$ cat src/rtl/bx_pkg.sv
// Package: shared encodings for the immediate branch unit.
// Assumes a 4-bit condition field at the top of the instruction word.
package bx_pkg;

    // Resolved action for one presented instruction
    typedef enum logic [1:0] {
        BX_IDLE   = 2'd0,
        BX_BRANCH = 2'd1,
        BX_EXCH   = 2'd2,
        BX_UNDEF  = 2'd3
    } bx_form_e;

    localparam logic [3:0] COND_SPECIAL = 4'b1111;

endpackage

$ cat src/rtl/bx_classify.sv
// Module: bx_classify
// Decides what a presented branch word does: nothing, ordinary branch,
// exchange branch or undefined trap. Assumes the word is from the
// immediate branch family. EXCH_EN selects how condition 1111 is treated.
module bx_classify
    import bx_pkg::*;
#(
    parameter bit EXCH_EN = 1'b1
) (
    input  logic       valid_i,
    input  logic       cond_ok_i,
    input  logic [3:0] cond_i,
    output bx_form_e   form_o
);

    bx_form_e special_form;

    // Pick the meaning of the special condition for this core generation
    generate
        if (EXCH_EN) begin : g_exch
            assign special_form = BX_EXCH;
        end else begin : g_noexch
            assign special_form = BX_UNDEF;
        end
    endgenerate

    // Combine strobe, condition field and external condition result
    always_comb begin
        form_o = BX_IDLE;
        if (valid_i) begin
            if (cond_i == COND_SPECIAL) begin
                form_o = special_form;
            end else if (cond_ok_i) begin
                form_o = BX_BRANCH;
            end
        end
    end

endmodule

$ cat src/rtl/bx_target.sv
// Module: bx_target
// Computes the branch target and return address. Assumes the immediate
// is a byte offset divided by four. Sums wrap at XLEN bits.
module bx_target #(
    parameter int XLEN  = 32,
    parameter int IMM_W = 24
) (
    input  logic [XLEN-1:0]  pc_i,
    input  logic [IMM_W-1:0] imm_i,
    input  logic             half_i,
    input  logic             exch_i,
    output logic [XLEN-1:0]  target_o,
    output logic [XLEN-1:0]  link_o
);

    localparam int EXT_W = XLEN - IMM_W - 2;
    localparam logic [XLEN-1:0] LINK_BACK = XLEN'(4);

    logic [XLEN-1:0] offset_w;
    logic [XLEN-1:0] half_w;

    // Sign-extend the word offset to a byte offset
    assign offset_w = {{EXT_W{imm_i[IMM_W-1]}}, imm_i, 2'b00};

    // Exchange form injects the link bit at byte-offset bit 1
    assign half_w = {{(XLEN-2){1'b0}}, (exch_i & half_i), 1'b0};

    // Wrapping sums for target and return address
    assign target_o = pc_i + (offset_w | half_w);
    assign link_o   = pc_i - LINK_BACK;

endmodule

$ cat src/rtl/branch_xfer_unit.sv
// Module: branch_xfer_unit
// Execute-stage resolver for immediate branches, with optional
// state-exchange form. All outputs are registered and appear one cycle
// after the input strobe. Assumes bits 27:25 of the word are 101.
module branch_xfer_unit
    import bx_pkg::*;
#(
    parameter bit EXCH_EN = 1'b1,
    parameter int XLEN    = 32,
    parameter int IMM_W   = 24
) (
    input  logic            clk,
    input  logic            rst_n,
    input  logic            in_valid,
    input  logic            cond_ok,
    input  logic [XLEN-1:0] instr_word,
    input  logic [XLEN-1:0] pc_ahead,
    output logic            out_valid,
    output logic            flush_req,
    output logic [XLEN-1:0] next_pc,
    output logic            link_we,
    output logic [XLEN-1:0] link_value,
    output logic            thumb_set,
    output logic            undef_strobe
);

    localparam int LBIT = IMM_W;

    bx_form_e        form;
    logic [XLEN-1:0] target;
    logic [XLEN-1:0] link_addr;
    logic            take;
    logic            link_d;

    bx_classify #(.EXCH_EN(EXCH_EN)) u_classify (
        .valid_i   (in_valid),
        .cond_ok_i (cond_ok),
        .cond_i    (instr_word[XLEN-1 -: 4]),
        .form_o    (form)
    );

    bx_target #(.XLEN(XLEN), .IMM_W(IMM_W)) u_target (
        .pc_i     (pc_ahead),
        .imm_i    (instr_word[IMM_W-1:0]),
        .half_i   (instr_word[LBIT]),
        .exch_i   (form == BX_EXCH),
        .target_o (target),
        .link_o   (link_addr)
    );

    // Derive the flush and link decisions from the resolved form
    always_comb begin
        take   = (form == BX_BRANCH) || (form == BX_EXCH);
        link_d = (form == BX_EXCH) || ((form == BX_BRANCH) && instr_word[LBIT]);
    end

    // Register every result so it is valid one cycle after the strobe
    always_ff @(posedge clk) begin
        if (!rst_n) begin
            out_valid    <= 1'b0;
            flush_req    <= 1'b0;
            next_pc      <= '0;
            link_we      <= 1'b0;
            link_value   <= '0;
            thumb_set    <= 1'b0;
            undef_strobe <= 1'b0;
        end else begin
            out_valid    <= in_valid;
            flush_req    <= take;
            next_pc      <= take ? target : '0;
            link_we      <= link_d;
            link_value   <= link_d ? link_addr : '0;
            thumb_set    <= (form == BX_EXCH);
            undef_strobe <= (form == BX_UNDEF);
        end
    end

    AST_STROBE_LATENCY: assert property (@(posedge clk) disable iff (!rst_n)
        in_valid |=> out_valid);
    AST_IDLE_QUIET: assert property (@(posedge clk) disable iff (!rst_n)
        !in_valid |=> !out_valid && !flush_req && !link_we && !undef_strobe);
    AST_LINK_ADDR: assert property (@(posedge clk) disable iff (!rst_n)
        in_valid ##1 link_we |-> link_value == $past(pc_ahead) - 32'd4);
    AST_UNDEF_SILENT: assert property (@(posedge clk) disable iff (!rst_n)
        undef_strobe |-> !flush_req && !link_we && !thumb_set);
    AST_WORD_KEEP: assert property (@(posedge clk) disable iff (!rst_n)
        in_valid ##1 (flush_req && !thumb_set) |-> next_pc[1:0] == $past(pc_ahead[1:0]));
    AST_EXCH_LINKS: assert property (@(posedge clk) disable iff (!rst_n)
        thumb_set |-> flush_req && link_we);

endmodule

$ cat config.mk
export PLATFORM = sky130hd
export DESIGN_NAME = branch_xfer_unit
export DESIGN_NICKNAME = d
export VERILOG_FILES = /design/src/rtl/bx_pkg.sv /design/src/rtl/bx_classify.sv /design/src/rtl/bx_target.sv /design/src/rtl/branch_xfer_unit.sv
export SDC_FILE = /design/constraint.sdc
export NUM_CORES = 1
export LEC_CHECK = 0
export BUFFER_PORTS_ARGS = -buffer_cell sky130_fd_sc_hd__buf_4
export CAP_MARGIN = 20
export CORE_AREA = 2 2 98 100
export DETAILED_ROUTE_END_ITERATION = 7
export DIE_AREA = 0 0 100 102
export PLACE_DENSITY_LB_ADDON = 0.12
export SYNTH_ARGS = -nofsm -noshare
export SYNTH_HDL_FRONTEND = slang
export SYNTH_SLANG_ARGS = --single-unit
$ cat constraint.sdc
create_clock -name clk -period 2.6 [get_ports clk]
set_input_delay 0.26 -clock clk [delete_from_list [all_inputs] [get_ports clk]]
set_output_delay 0.26 -clock clk [all_outputs]
set_load 0.02 [all_outputs]
==> flow_summary_export.csv, run 1 <==
group,metric,value,unit
final_layout,design.final.nets,746,
drt,avgRoutedWirePerCell,15.5,µm
logic_synthesis,synthFlopType,"sky130_fd_sc_hd__dfxtp_1",
pwr,vdd_drop_max,0.257,mV
critical_path,critical_path.n_buffers_inverters,3,
final_layout,area_growth_synth_to_finish,37.3,%
place,place.detailed.instances,742,
clock_network,clk_root_buffer_cell,"sky130_fd_sc_hd__clkbuf_8",
global_routing,grt_overflow,0,
place,gp_congestion,0.875,
die,floorplan.rows,35,
hold_path,hold-path-cell-count,2,
sta,setup_repair_after_global_routing_missed_its_margin,"yes",
logic_synthesis,synth-edff-count,0,
global_routing,globalRouteTotalUtil,0.228,
pwr,clock_power_share,0.345,
final_layout,insertedDiodeCount,0,
logic_synthesis,synth.ff_latch_count,69,
pwr,cellInternalPower,2010,µW
sta,setup_violating_endpoint_count_in_the_final_report,0,
global_routing,first_global_vias,3696,
die,initial_core_util,0.451,
place,port_buffers,133,
outcome,run_status,"complete, no violations",
pwr,seq_power_share,0.384,
drt,drc_errors,0,
logic_synthesis,synth.yosys.seq_area_share,0.337,
critical_path,critical_path.cell_chain,"buf_4 > nand4_1 > inv_1 > and2_4 > ha_2 > and2_1 > ha_4 > inv_1 > fa_2 > nand2b_4 > a211oi_4 > a211oi_4 > o21a_1 > o21bai_1 > o22ai_1 > mux2i_1",
critical_path,start_to_end_type_of_the_worst_setup_path,"primary input to flop",
global_routing,maximum_number_of_pins_on_one_net_before_global_route_repair,32,
critical_path,timing.critical_path.from_type,"primary input",
pwr,cellLeakagePower,0.00256,µW
logic_synthesis,mappedNetlistArea,4100,µm²
critical_path,setup.worst_path.end_class,"flop",
critical_path,critical_path.slowest_cell,"sky130_fd_sc_hd__fa_2",
die,die_y,102,µm
clock_network,clk_path_buf_depth,2,
die,core,9110,µm²
sta,max_freq,0.394,GHz
critical_path,crit_arrival,2.78,ns
logic_synthesis,yosys_warnings,0,
pwr,finalPower,2880,µW
final_layout,num-fill-cells,819,
drt,routed-via-count,4020,
logic_synthesis,netlist-cell-type-count,56,
drt,drt-initial-drc-count,202,
global_routing,grt_antenna_before_repair,0,
pwr,power.switching_fraction,0.302,
drt,vias_per_cell,5.30,
logic_synthesis,synth_most_common_cell,"sky130_fd_sc_hd__dfxtp_1",
critical_path,worst_path_dominant_cell_family,"compound AO/OA/AOI/OAI gates",
die,die_outline_area,10200,µm²
die,die_width,100,µm
pwr,power.share.combinational,0.271,
place,place_hpwl,9.24,mm
sta,timing.setup.tns,0,ns
final_layout,post_layout_nonfiller_instances,759,
global_routing,grt_first_pass_wirelength,18.3,mm
logic_synthesis,ranking_of_synthesized_cells_by_area,"sky130_fd_sc_hd__dfxtp_1 34%, sky130_fd_sc_hd__ha_1 10%, sky130_fd_sc_hd__xnor2_1 5.5%",
sta,finalHoldWorstSlack,0.115,ns
logic_synthesis,synthArstFlopShare,0,
sta,endpoints_failing_hold,0,
sta,fin_crit,2.54,ns
logic_synthesis,postSynthAreaPerCell,8.36,µm²
place,post_dp_cell_area,5370,µm²
hold_path,hp-start,"pc_ahead[2]",
critical_path,crit_fanout,4,
hold_path,hold_class,"primary input to flop",
drt,detail_route.wirelength,11.7,mm
clock_network,clock_tree_from_tritoncts,"done",
logic_synthesis,synthDominantAreaCellType,"sky130_fd_sc_hd__dfxtp_1",
pwr,power.net_switching,871,µW
clock_network,clock_tree.htree_level_count,3,
logic_synthesis,postSynthCellCount,491,
die,io_pins,137,
logic_synthesis,synth_nets,594,
sta,final.period_utilization,0.975,
critical_path,cpPeakStageDelay,0.34,ns
clock_network,numCtsBuffers,9,
clock_network,clk_pin_slew,0.08,ns
clock_network,ctsHoldBuffers,0,
hold_path,hold_end,"link_value[2]$_SDFF_PN0_",
logic_synthesis,yosys.area.top_type_share,0.337,
drt,drt_pass1_iterations,5,
critical_path,worst_ep_required_time,2.84,ns
pwr,power.density_cell_area,511,nW/µm²
sta,maxSlewViolCount,0,
sta,timing_worst_slew_pin_value,0.592,ns
drt,antenna_violating_nets_post_route,0,
flow_run,drv_cap,0,
final_layout,share_of_final_layout_standard_cells_stronger_than_drive_strength_1,0.306,
logic_synthesis,netlist_top_cells_count,"69 x sky130_fd_sc_hd__dfxtp_1, 60 x sky130_fd_sc_hd__nor2_1, 44 x sky130_fd_sc_hd__a21oi_1, 34 x sky130_fd_sc_hd__ha_1, 31 x sky130_fd_sc_hd__nand2_1",
final_layout,final_cell_area,5640,µm²
sta,slew-limit-headroom,0.601,
clock_network,cts_num_sinks,69,
==> routing by layer <==
metal,vias up,wire (µm),global-route usage
met1,1858,5850,0.330
met3,10,578,0.0397
met4,0,131,0.0759
met5,-,0,0
li1,2042,-,-
met2,110,5190,0.347
==> cell families after synthesis <==
group / count (synthesis) / share of synthesized area
fa+ha+maj: 35 / 0.109
buf+inv: 36 / 0.0348
flops: 69 / 0.337
mux: 1 / 0.00244
compound gates: 123 / 0.187
simple gates: 187 / 0.245
xor+xnor: 40 / 0.0854
==> worst max-delay path by stage <==
| stage | end | slack [ns] | from | cells past startpoint |
|---|---|---|---|---|
| 2_1_floorplan | next_pc[29]$_SDFF_PN0_ | 0.02 | instr_word[30] | 15 |
| 3_3_place_gp | next_pc[27]$_SDFF_PN0_ | -0.20 | instr_word[30] | 16 |
| 3_5_place_dp | next_pc[27]$_SDFF_PN0_ | -0.27 | instr_word[30] | 16 |
| 4_1_cts | next_pc[29]$_SDFF_PN0_ | 0.08 | instr_word[30] | 16 |
| 5_1_grt | next_pc[29]$_SDFF_PN0_ | -0.04 | instr_word[30] | 16 |
| 6_report | next_pc[27]$_SDFF_PN0_ | 0.06 | instr_word[30] | 16 |
==> final cells by class <==
cell class	instances	area [µm²]	area share
Multi-Input combinational cell	386	2640	0.468
Sequential cell	69	1380	0.245
Clock buffer	11	141	0.0251
Tap cell	111	139	0.0246
Timing Repair Buffer	157	1180	0.209
Clock inverter	5	83.8	0.0149
Inverter	20	75.1	0.0133
==> layout by cell type (no fill, tap or decap), drive strengths merged, types with 4 or more instances in the layout <==
| master | Yosys | final |
|---|---|---|
| a21o | 16 | 16 |
| xor2 | 14 | 14 |
| o21ai | 29 | 29 |
| o21a | 4 | 4 |
| nand2 | 31 | 31 |
| dfxtp | 69 | 69 |
| nor3 | 19 | 19 |
| and2 | 9 | 9 |
| inv | 20 | 20 |
| nand3 | 12 | 12 |
| a211oi | 6 | 6 |
| xnor2 | 26 | 26 |
| nand4 | 11 | 11 |
| or3 | 11 | 11 |
| nor4 | 7 | 7 |
| and3 | 4 | 4 |
| buf | 5 | 157 |
| a21oi | 44 | 44 |
| ha | 34 | 34 |
| clkbuf | 11 | 11 |
| o21bai | 8 | 8 |
| nor2 | 61 | 61 |
| nor3b | 6 | 6 |
| nand2b | 5 | 5 |
==> power groups by stage <==
stage          registers (µW)  logic [µW]  clock network (µW)
6_report                 1110         780                 994
4_1_cts                  1110         764                1020
2_1_floorplan            1180         404                   0
3_5_place_dp             1130         759                   0
3_3_place_gp             1130         756                   0
5_1_grt                  1110         848                1060
==> per-stage QoR <==
step                      worst slack (ns)  utilization
final                               0.0643        0.619
after global routing               -0.0419        0.619
after global placement              -0.201        0.589
after detailed placement            -0.265        0.589
after floorplan                     0.0198            -
after CTS                           0.0768        0.614
==> registers in the layout (all words and copies together), names as in the netlist <==
signal,flops
next_pc,32
thumb_set,1
link_we,1
flush_req,1
undef_strobe,1
out_valid,1
link_value,32
==> timing repair <==
action | in CTS | in global routing
setup endpoints to repair | 0 | 4
gates resized for setup | 0 | 5
setup buffers | 0 | 1
Power figures use the tool's default switching activity.
==> run 2, diff against run 1 <==
Settings changed: RECOVER_POWER set to 25.
==> run 2 against run 1 <==
Die area unchanged; wire length grew 0.19%; largest power group unchanged; clock-buffer cell count is the same; clock power about the same; global-route usage did not move; via count is 0.17% lower; design area down 2.1%; sequential cell count stayed put; sequential share of layout area is 0.52 points higher.
==> flow_summary_export.csv, run 2 (same netlist as run 1, synthesis figures left out) <==
group,metric,value,unit
clock_network,clk_pin_slew,0.08,ns
die,io_pins,137,
flow_run,drv_cap,0,
hold_path,hold_class,"primary input to flop",
drt,vias_per_cell,5.29,
die,die_width,100,µm
sta,slew-limit-headroom,0.605,
drt,avgRoutedWirePerCell,15.5,µm
die,die_y,102,µm
pwr,vdd_drop_max,0.257,mV
clock_network,clock_tree.htree_level_count,3,
sta,timing_worst_slew_pin_value,0.587,ns
clock_network,clk_root_buffer_cell,"sky130_fd_sc_hd__clkbuf_8",
die,core,9110,µm²
clock_network,cts_num_sinks,69,
global_routing,first_global_vias,3696,
sta,max_freq,0.392,GHz
critical_path,worst_ep_required_time,2.84,ns
pwr,power.density_cell_area,520,nW/µm²
global_routing,globalRouteTotalUtil,0.228,
hold_path,hold-path-cell-count,2,
place,post_dp_cell_area,5370,µm²
final_layout,area_growth_synth_to_finish,34.5,%
clock_network,clk_path_buf_depth,2,
global_routing,maximum_number_of_pins_on_one_net_before_global_route_repair,32,
final_layout,final_common_cell,"sky130_fd_sc_hd__buf_4",
final_layout,post_layout_nonfiller_instances,759,
critical_path,crit_arrival,2.80,ns
sta,fin_crit,2.55,ns
global_routing,grt_antenna_before_repair,0,
critical_path,timing.critical_path.from_type,"primary input",
critical_path,crit_fanout,4,
sta,final.period_utilization,0.982,
final_layout,final_cell_area,5520,µm²
global_routing,grt_first_pass_wirelength,18.3,mm
critical_path,cpPeakStageDelay,0.34,ns
drt,routed-via-count,4013,
critical_path,critical_path_cell_count,16,
place,gp_congestion,0.875,
place,place_hpwl,9.24,mm
drt,drt_pass1_iterations,4,
final_layout,reg_top3,"link_value: 32 flops, next_pc: 32 flops",
critical_path,worst_path_dominant_cell_family,"compound AO/OA/AOI/OAI gates",
final_layout,insertedDiodeCount,0,
critical_path,start_to_end_type_of_the_worst_setup_path,"primary input to flop",
clock_network,numCtsBuffers,9,
final_layout,layout.cells.most_common_list,"126 x sky130_fd_sc_hd__buf_4, 69 x sky130_fd_sc_hd__dfxtp_1, 60 x sky130_fd_sc_hd__nor2_1",
sta,setup_violating_endpoint_count_in_the_final_report,0,
drt,drt-initial-drc-count,173,
outcome,run_status,"complete, no violations",
final_layout,share_of_final_layout_standard_cells_stronger_than_drive_strength_1,0.258,
critical_path,critical_path.n_buffers_inverters,3,
final_layout,design.final.nets,746,
clock_network,ctsHoldBuffers,0,
place,port_buffers,133,
drt,antenna_violating_nets_post_route,0,
clock_network,clock_tree_from_tritoncts,"done",
drt,detail_route.wirelength,11.8,mm
die,floorplan.rows,35,
global_routing,grt_overflow,0,
critical_path,critical_path.slowest_cell,"sky130_fd_sc_hd__fa_2",
sta,setup_repair_after_global_routing_missed_its_margin,"yes",
drt,drc_errors,0,
place,place.detailed.instances,742,
sta,endpoints_failing_hold,0,
critical_path,critical_path.cell_chain,"buf_4 > nand4_1 > inv_1 > and2_4 > ha_2 > and2_1 > ha_4 > inv_1 > fa_2 > nand2b_4 > a211oi_4 > a211oi_4 > o21a_1 > o21bai_1 > o22ai_1 > mux2i_1",
sta,maxSlewViolCount,0,
critical_path,setup.worst_path.end_class,"flop",
pwr,cellLeakagePower,0.00243,µW
critical_path,timing.critical_path.from,"instr_word[30]",
die,die_outline_area,10200,µm²
die,initial_core_util,0.451,
critical_path,endpoint,"next_pc[27]$_SDFF_PN0_",
run 2: cell types whose count changed in the layout (fill, tap and decap cells not counted):
cell	delta
sky130_fd_sc_hd__clkbuf_1	+31
sky130_fd_sc_hd__buf_4	-31
run 2: area by class of cell:
class                      instances  area [µm²]
fill                             846        3590
multi-input combinational        386        2640
sequential                        69        1380
timing repair buffer             157        1060
clock buffer                      11         141
tap                              111         139
clock inverter                     5        83.8
inverter                          20        75.1
run 2: through the flow:
step                      utilization  hold slack, ns  setup slack [ns]  TNS (ns)  power [µW]
after global routing            0.606           0.102           -0.0419   -0.0457        3010
after detailed placement        0.589           0.481            -0.265     -2.59        1890
after global placement          0.589           0.478            -0.201     -1.91        1890
final                           0.606           0.115            0.0478         0        2870
after floorplan                     -           0.332            0.0198         0        1580
after CTS                       0.614           0.101            0.0768         0        2890
run 2: where the power goes:
group	internal [µW]	total (µW)	switching, µW
Sequential	1090	1110	11.9
Combinational	336	769	433
Clock	568	993	425
run 2: how the worst min path moves through the flow:
stage / end / slack [ns] / start
2_1_floorplan: link_value[2]$_SDFF_PN0_ / 0.33 / pc_ahead[2]
4_1_cts: link_value[2]$_SDFF_PN0_ / 0.10 / pc_ahead[2]
3_3_place_gp: next_pc[0]$_SDFF_PN0_ / 0.48 / pc_ahead[0]
6_report: link_value[2]$_SDFF_PN0_ / 0.11 / pc_ahead[2]
3_5_place_dp: link_value[2]$_SDFF_PN0_ / 0.48 / pc_ahead[2]
5_1_grt: link_value[2]$_SDFF_PN0_ / 0.10 / pc_ahead[2]
run 2: what timing repair did:
action / in CTS / in global routing
setup endpoints to repair: 0 / 4
setup buffers: 0 / 1
resized for setup: 0 / 5
run 2: per-layer routing:
metal,part of all wire,up-vias,track usage
li1,-,2041,-
met1,0.50,1852,0.330
met2,0.44,110,0.347
met3,0.048,10,0.0397
met4,0.011,0,0.0759
met5,0,-,0
